==> src/rtl/lpw_pkg.sv <==
package lpw_pkg;
  typedef enum logic [2:0] {
    ST_RUN,
    ST_IDLE,
    ST_PD,
    ST_PD_TMR,
    ST_PD_HOLD,
    ST_RST_TMR,
    ST_RST_WAIT
  } lpw_state_e;
endpackage

==> src/rtl/lpw_sync.sv <==
module lpw_sync #(
  parameter int W = 3,
  parameter int STAGES = 2,
  parameter logic [W-1:0] RST_VAL = '0
) (
  input  logic         clk,
  input  logic         rst_n,
  input  logic [W-1:0] d,
  output logic [W-1:0] q
);
  logic [W-1:0] stg [STAGES];

  always_ff @(posedge clk or negedge rst_n) begin
    if (!rst_n) stg[0] <= RST_VAL;
    else        stg[0] <= d;
  end

  generate
    for (genvar i = 1; i < STAGES; i++) begin : g_stage
      always_ff @(posedge clk or negedge rst_n) begin
        if (!rst_n) stg[i] <= RST_VAL;
        else        stg[i] <= stg[i-1];
      end
    end
  endgenerate

  assign q = stg[STAGES-1];
endmodule

==> src/rtl/lpw_downcnt.sv <==
module lpw_downcnt #(
  parameter int MAXV = 16,
  parameter int LOADV = 16,
  localparam int CW = $clog2(MAXV + 1)
) (
  input  logic clk,
  input  logic rst_n,
  input  logic load,
  input  logic dec,
  output logic zero
);
  logic [CW-1:0] cnt;

  always_ff @(posedge clk or negedge rst_n) begin
    if (!rst_n)                  cnt <= CW'(LOADV);
    else if (load)               cnt <= CW'(LOADV);
    else if (dec && cnt != '0)   cnt <= cnt - 1'b1;
  end

  assign zero = (cnt == '0);

  AST_CNT_STICKY: assert property (@(posedge clk) disable iff (!rst_n)
    (zero && !load) |=> zero);
endmodule

==> src/rtl/lpw_ctrl.sv <==
module lpw_ctrl
  import lpw_pkg::*;
#(
  parameter int TIMEOUT_CYC = 16,
  parameter int GUARD_CYC = 8,
  parameter int NUM_INT = 2,
  localparam int TMR_LOAD = (TIMEOUT_CYC > 0) ? TIMEOUT_CYC - 1 : 0,
  localparam int SW = NUM_INT + 1
) (
  input  logic               clk,
  input  logic               rst_n,
  input  logic               rst_pin,
  input  logic               idle_wr,
  input  logic               pd_wr,
  input  logic               wake_ext,
  input  logic [NUM_INT-1:0] int_n,
  input  logic [NUM_INT-1:0] int_en,
  input  logic [NUM_INT-1:0] int_edge,
  output logic               cpu_clk_en,
  output logic               per_clk_en,
  output logic               osc_en,
  output logic [NUM_INT-1:0] svc_req
);
  lpw_state_e st, nxt;
  logic [NUM_INT-1:0] int_s, int_prev, fall_v, idle_evt, pd_evt;
  logic [NUM_INT-1:0] wsrc_q, wsrc_nxt, svc_nxt;
  logic rst_s, rst_prev, rst_rise, pins_hi;
  logic tmr_load, tmr_zero, grd_load, grd_zero, pd_exit;
  logic [SW-1:0] sync_q;

  lpw_sync #(.W(SW), .STAGES(2), .RST_VAL({1'b0, {NUM_INT{1'b1}}})) u_sync (
    .clk(clk), .rst_n(rst_n), .d({rst_pin, int_n}), .q(sync_q)
  );
  assign int_s = sync_q[NUM_INT-1:0];
  assign rst_s = sync_q[NUM_INT];

  always_ff @(posedge clk or negedge rst_n) begin
    if (!rst_n) begin
      int_prev <= '1;
      rst_prev <= 1'b0;
    end else begin
      int_prev <= int_s;
      rst_prev <= rst_s;
    end
  end

  assign rst_rise = rst_s & ~rst_prev;
  assign fall_v   = int_prev & ~int_s;

  generate
    for (genvar i = 0; i < NUM_INT; i++) begin : g_evt
      assign idle_evt[i] = int_en[i] & (int_edge[i] ? fall_v[i] : ~int_s[i]);
      assign pd_evt[i]   = int_en[i] & ~int_edge[i] & fall_v[i];
    end
  endgenerate

  assign pins_hi = &(int_s | ~wsrc_q);

  always_comb begin
    nxt      = st;
    svc_nxt  = '0;
    wsrc_nxt = wsrc_q;
    unique case (st)
      ST_RUN: begin
        if (pd_wr) begin
          if (grd_zero && !rst_s) nxt = ST_PD;
        end else if (idle_wr && !rst_s) begin
          nxt = ST_IDLE;
        end
      end
      ST_IDLE: begin
        if (rst_s) nxt = ST_RUN;
        else if (|idle_evt) begin
          nxt     = ST_RUN;
          svc_nxt = idle_evt;
        end
      end
      ST_PD: begin
        if (rst_rise) nxt = ST_RST_TMR;
        else if (|pd_evt) begin
          wsrc_nxt = pd_evt;
          nxt      = wake_ext ? ST_PD_HOLD : ST_PD_TMR;
        end
      end
      ST_PD_TMR: begin
        if (rst_rise) nxt = ST_RST_TMR;
        else if (tmr_zero) begin
          nxt     = ST_RUN;
          svc_nxt = wsrc_q;
        end
      end
      ST_PD_HOLD: begin
        if (rst_rise) nxt = ST_RST_TMR;
        else if (pins_hi) begin
          nxt     = ST_RUN;
          svc_nxt = wsrc_q;
        end
      end
      ST_RST_TMR:  if (tmr_zero) nxt = ST_RST_WAIT;
      ST_RST_WAIT: if (!rst_s) nxt = ST_RUN;
      default:     nxt = ST_RUN;
    endcase
  end

  always_ff @(posedge clk or negedge rst_n) begin
    if (!rst_n) begin
      st      <= ST_RUN;
      svc_req <= '0;
      wsrc_q  <= '0;
    end else begin
      st      <= nxt;
      svc_req <= svc_nxt;
      wsrc_q  <= wsrc_nxt;
    end
  end

  assign tmr_load = ((nxt == ST_PD_TMR) && (st != ST_PD_TMR)) ||
                    ((nxt == ST_RST_TMR) && (st != ST_RST_TMR));

  lpw_downcnt #(.MAXV(TMR_LOAD), .LOADV(TMR_LOAD)) u_tmr (
    .clk(clk), .rst_n(rst_n), .load(tmr_load), .dec(1'b1), .zero(tmr_zero)
  );

  assign pd_exit  = (st inside {ST_PD_TMR, ST_PD_HOLD, ST_RST_WAIT}) && (nxt == ST_RUN);
  assign grd_load = rst_s | pd_exit;

  lpw_downcnt #(.MAXV(GUARD_CYC), .LOADV(GUARD_CYC)) u_grd (
    .clk(clk), .rst_n(rst_n), .load(grd_load), .dec(1'b1), .zero(grd_zero)
  );

  assign cpu_clk_en = (st == ST_RUN);
  assign per_clk_en = (st == ST_RUN) || (st == ST_IDLE);
  assign osc_en     = (st != ST_PD);

  AST_OSC_OFF_ON_REQ: assert property (@(posedge clk) disable iff (!rst_n)
    $fell(osc_en) |-> $past(pd_wr));
  AST_SVC_IN_RUN: assert property (@(posedge clk) disable iff (!rst_n)
    (|svc_req) |-> cpu_clk_en);
  AST_PD_NO_QUAL: assert property (@(posedge clk) disable iff (!rst_n)
    (st == ST_PD && !(|pd_evt) && !rst_rise) |=> !osc_en);
  AST_TMR_GATE: assert property (@(posedge clk) disable iff (!rst_n)
    (st == ST_PD_TMR && !tmr_zero) |=> !cpu_clk_en);
  AST_HOLD_GATE: assert property (@(posedge clk) disable iff (!rst_n)
    (st == ST_PD_HOLD && !pins_hi) |=> !cpu_clk_en);
  AST_RST_GATE: assert property (@(posedge clk) disable iff (!rst_n)
    (st == ST_RST_WAIT && rst_s) |=> !cpu_clk_en);
  AST_PD_REFUSED: assert property (@(posedge clk) disable iff (!rst_n)
    (cpu_clk_en && pd_wr && !grd_zero) |=> (osc_en && cpu_clk_en));
endmodule

==> config.mk <==
export PLATFORM = sky130hd
export DESIGN_NAME = lpw_ctrl
export DESIGN_NICKNAME = d
export VERILOG_FILES = /design/src/rtl/lpw_pkg.sv /design/src/rtl/lpw_sync.sv /design/src/rtl/lpw_downcnt.sv /design/src/rtl/lpw_ctrl.sv
export SDC_FILE = /design/constraint.sdc
export NUM_CORES = 1
export LEC_CHECK = 0
export BUFFER_PORTS_ARGS = -buffer_cell sky130_fd_sc_hd__buf_2
export CAP_MARGIN = 20
export CORE_UTILIZATION = 55
export DETAILED_ROUTE_END_ITERATION = 12
export GPL_ROUTABILITY_DRIVEN = 0
export PLACE_DENSITY = 0.76
export RECOVER_POWER = 25
export SYNTH_ARGS = -nofsm -noshare
export SYNTH_HDL_FRONTEND = slang
export SYNTH_HIERARCHICAL = 1
export SYNTH_SLANG_ARGS = --single-unit
==> constraint.sdc <==
create_clock -name clk -period 2.3 [get_ports clk]
set_input_delay 0.46 -clock clk [delete_from_list [all_inputs] [get_ports clk]]
set_output_delay 0.46 -clock clk [all_outputs]
set_load 0.02 [all_outputs]
==> metrics list <==
- The number of pins exceeding their max-slew limit in the final report came to 0.
* Placed Cells incl. Taps: 173
- Together, buffers and inverters on the worst path number 1.
* Hold_sp: int_n[1]
* Highest achievable clock rate: roughly 450 MHz
- Final Total Pwr: roughly 1.1 mW
- DIE HEIGHT: approximately 52 µm
* Number of cells on the worst hold path: 1
- The path with the worst hold slack has its endpoint at u_sync/stg[4].
* GRT Resource Usage Total: 21.8%
- Measured along the x axis, the die boundary spans 52.3 µm.
- Power density normalized to cell area: 687 nW/µm²
- The floorplan has 17 rows.
- After layout, the worst setup slack is 62.0 ps.
- Count of warnings emitted by yosys: 6
* Tightest Pin Transition: around 1200 ps
- Min-delay worst type: input pin to flip-flop
* Final WL: 2620 µm
* Placement Cell Area: 1490 µm²
* R2R Path Start: u_tmr/cnt[0]
* Post-CTS Setup Bufs: 0
* Avg Vias per Cell: 5.72
* Gate power share: 27.6%
* WL/cell: 14.8 µm
- Via count of the first global-routing pass: 996
- Number of nets in the layout: 165
* Post-detailed-route DRC marker count: 0
- Net switching is between 30% and 40% of the power.
- Leakage power summed over all cells: 0.686 nW
- From synthesis to final layout, the design area changed by 12.2%.
- Critical path type: flip-flop to flip-flop
- The total count of hold-check failures in the final report is 0.
- The slowest stage of the critical path belongs to the cell sky130_fd_sc_hd__dfstp_2.
* Antenna-violating nets left: 0
- In the detailed route, the total length drawn on met3 is 90 µm.
- A synthesized cell averages approximately 11 µm².
- The number of antenna diodes in the final layout is 0.
* Number of antenna violations at the first check in global routing: 0
* Arrival time at the worst endpoint: roughly 2500 ps
- Aggregate global routing overflow: 0
* DRT met1 WL: 1210 µm
- Period minus WS final: 2240 ps
- Top delay family on crit path: compound AO/OA/AOI/OAI gates
- The highest layer touched by signal routing is met4.
- The worst setup path is launched from a flip-flop.
- STA classifies the critical path endpoint as a flip-flop.
- Fraction of registers with async set or reset after synthesis: 100%
* Portion of the clock cycle consumed by the worst path in the final layout: 97.3%
- Final setup violation count: 0
- Num ports: 17
- After routing, the total negative slack on setup checks comes to 0 ps.
- Post-place setup slack: -80.1 ps
- The worst-case IR drop observed on VDD is between 600 and 700 µV.
- Max-slew headroom at the worst pin: 17.1%
* Insertion delay to the later sink of the worst-skew pair: 310 ps
- The clock drives 24 sinks.
- Post-synthesis instance total: 128
- Maximum Capacitance Violations: 0
* Register-to-Register Setup Slack: 60 ps
* Clock root buffer: sky130_fd_sc_hd__clkbuf_4
- Sequential area share after synthesis: 44.2%
- The clock network burns ~17% of the power.
- Final design instance area without fill: roughly 1600 µm²
- Count of input and output buffers: 16
- Number of enable flip-flop cells after synthesis: 0
- Final-layout worst hold slack: 237 ps
* Via count of the routed design: a little over 1000
* Net Switching: about 0.33 mW
* Total met2 wirelength after detailed routing: 1280 µm
- For this run, the slowest stage of the critical path takes 580 ps.
- HPWL after DPL: 1960 µm
* Most used flip-flop cell after synthesis: sky130_fd_sc_hd__dfrtp_1
- Outcome: complete, no violations
- Yosys mapped the design onto 45 distinct sky130hd cell types.
- Leaving out fill and tap cells, the most frequent cells in the layout are sky130_fd_sc_hd__buf_2 (15), sky130_fd_sc_hd__dfrtp_1 (12), sky130_fd_sc_hd__dfstp_2 (11).
- Final setup skew: 5.34 ps
- The first routing iteration left 30 violations.
- The post-route netlist has a little over a third of its cells at a drive strength greater than 1.
* First-pass GRT wire length: between 4000 and 5000 µm
* CTS tree: built
* Sequential fraction of design power: 55.0%
- Count of state elements after synthesis: 24
- Synth Cell Area: 1390 µm²
- Max Root-Sink Buffers: 2
- Terminus of the critical flop-to-flop path: u_tmr/cnt[2]
- The count of cells in the finished layout, fillers not included, comes to 177.
- After clock tree synthesis, the clock-pin slew on the worst setup and hold paths is 130 ps.
- In this run the number of H-tree levels came out at 1.
- In this run the worst path has a maximum fanout of 6.
* Required time at the worst-slack endpoint: 2550 ps
- The floorplan step defined a die boundary enclosing 2730 µm².
- Critical path cell sequence: inv_1 > ha_2 > nor3b_4 > and3_1 > a41oi_2 > o22ai_2 > a311o_1 > and3_4 > a211o_1
- Num CTS Buffers: 3
- Commonest non-fill, non-tap cell in the layout: sky130_fd_sc_hd__buf_2
- Measured in cells, the most critical reg-to-reg path has a length of 9.
* Maximum number of pins on one net before global-route repair: 25
* Detailed-routing iteration count for the pre-antenna-repair pass: 4
- Once the floorplan was initialized, standard cells occupied 60.5% of the core.
- Design internal power: 0.739 mW
* Final standard cell utilization of the core: 67.9%
- The core region is 2300 µm².
[cell families (layout without fill, tap and decap cells)]
kind of cell / after synthesis / in the layout / share of synthesized area (%)
adders and majority gates: 3 / 3 / 2.70
and+or+nand+nor: 54 / 54 / 24.8
other: 1 / 6 / 0.270
muxes: 8 / 8 / 6.66
buffers and inverters: 13 / 29 / 5.67
DFF: 24 / 24 / 44.2
AOI/OAI and AO/OA: 25 / 25 / 15.8
[power by group through the flow]
stage / clock [mW] / combinational (mW) / sequential [mW]
floorplan: 0 / 0.219 / 0.562
global placement: 0 / 0.252 / 0.578
detailed placement: 0 / 0.272 / 0.584
CTS: 0.195 / 0.277 / 0.579
global route: 0.216 / 0.329 / 0.600
finish: 0.187 / 0.295 / 0.589
[cells in the mapped netlist (3+ instances only)]
cell,n,area [µm²]
sky130_fd_sc_hd__dfrtp_1,13,325
sky130_fd_sc_hd__nor2_1,12,45.0
sky130_fd_sc_hd__dfstp_2,11,289
sky130_fd_sc_hd__nand2_1,8,30.0
sky130_fd_sc_hd__inv_1,7,26.3
sky130_fd_sc_hd__nor2b_1,7,43.8
sky130_fd_sc_hd__nor3b_1,5,37.5
sky130_fd_sc_hd__a211o_1,4,35.0
sky130_fd_sc_hd__a21oi_1,4,20.0
sky130_fd_sc_hd__buf_4,4,30.0
sky130_fd_sc_hd__mux2i_1,4,40.0
sky130_fd_sc_hd__nand2b_1,4,25.0
sky130_fd_sc_hd__ha_1,3,37.5
sky130_fd_sc_hd__nor3_1,3,15.0
[state kept, by name, indices dropped and copies added, names as in the netlist]
register	count
int_prev	2
wsrc_q	2
u_grd/cnt	4
rst_prev	1
u_sync/stg	3
u_sync/q	3
st	3
u_tmr/cnt	4
svc_req	2
[layout make-up]
cell class / count / area [µm²]
Clock buffer: 4 / 26.3
Fill cell: 185 / 738
Inverter: 7 / 26.3
Multi-Input combinational cell: 96 / 762
Sequential cell: 24 / 616
Tap cell: 28 / 35.0
Timing Repair Buffer: 18 / 93.8
[repair_timing]
item                                    in CTS  in global routing
endpoints found under the setup margin       6                  6
hold buffers                                 0                  0
gates resized for setup                      1                 10
pin swaps                                    0                  3
[routing by layer]
metal  GRT usage (%)  up-vias
li1                -      494
met3            3.48        6
met4            8.33        0
met2            38.2       28
met1            26.5      485
met5               0        -
[how the worst max path moves through the flow]
stage                 start           end  slack, ps  cells after the start
2_1_floorplan  u_tmr/cnt[0]  u_tmr/cnt[2]        220                      9
3_3_place_gp   u_tmr/cnt[0]  u_tmr/cnt[3]         70                      9
3_5_place_dp   u_tmr/cnt[0]  u_tmr/cnt[0]        -80                     10
4_1_cts        u_tmr/cnt[0]  u_tmr/cnt[0]         40                     10
5_1_grt        u_tmr/cnt[0]  u_tmr/cnt[1]        -20                     10
6_report       u_tmr/cnt[0]  u_tmr/cnt[2]         60                      9
[worst register-to-register path: cells and delay by family, from the launching register on]
kind	cells	cell delay [ps]
AO/OA/AOI/OAI	4	850
flip-flops	1	580
AND/OR/NAND/NOR	3	510
adder cells (fa/ha/maj)	1	190
buffers and inverters	1	70
No activity file was read; power rests on OpenSTA's default activity.
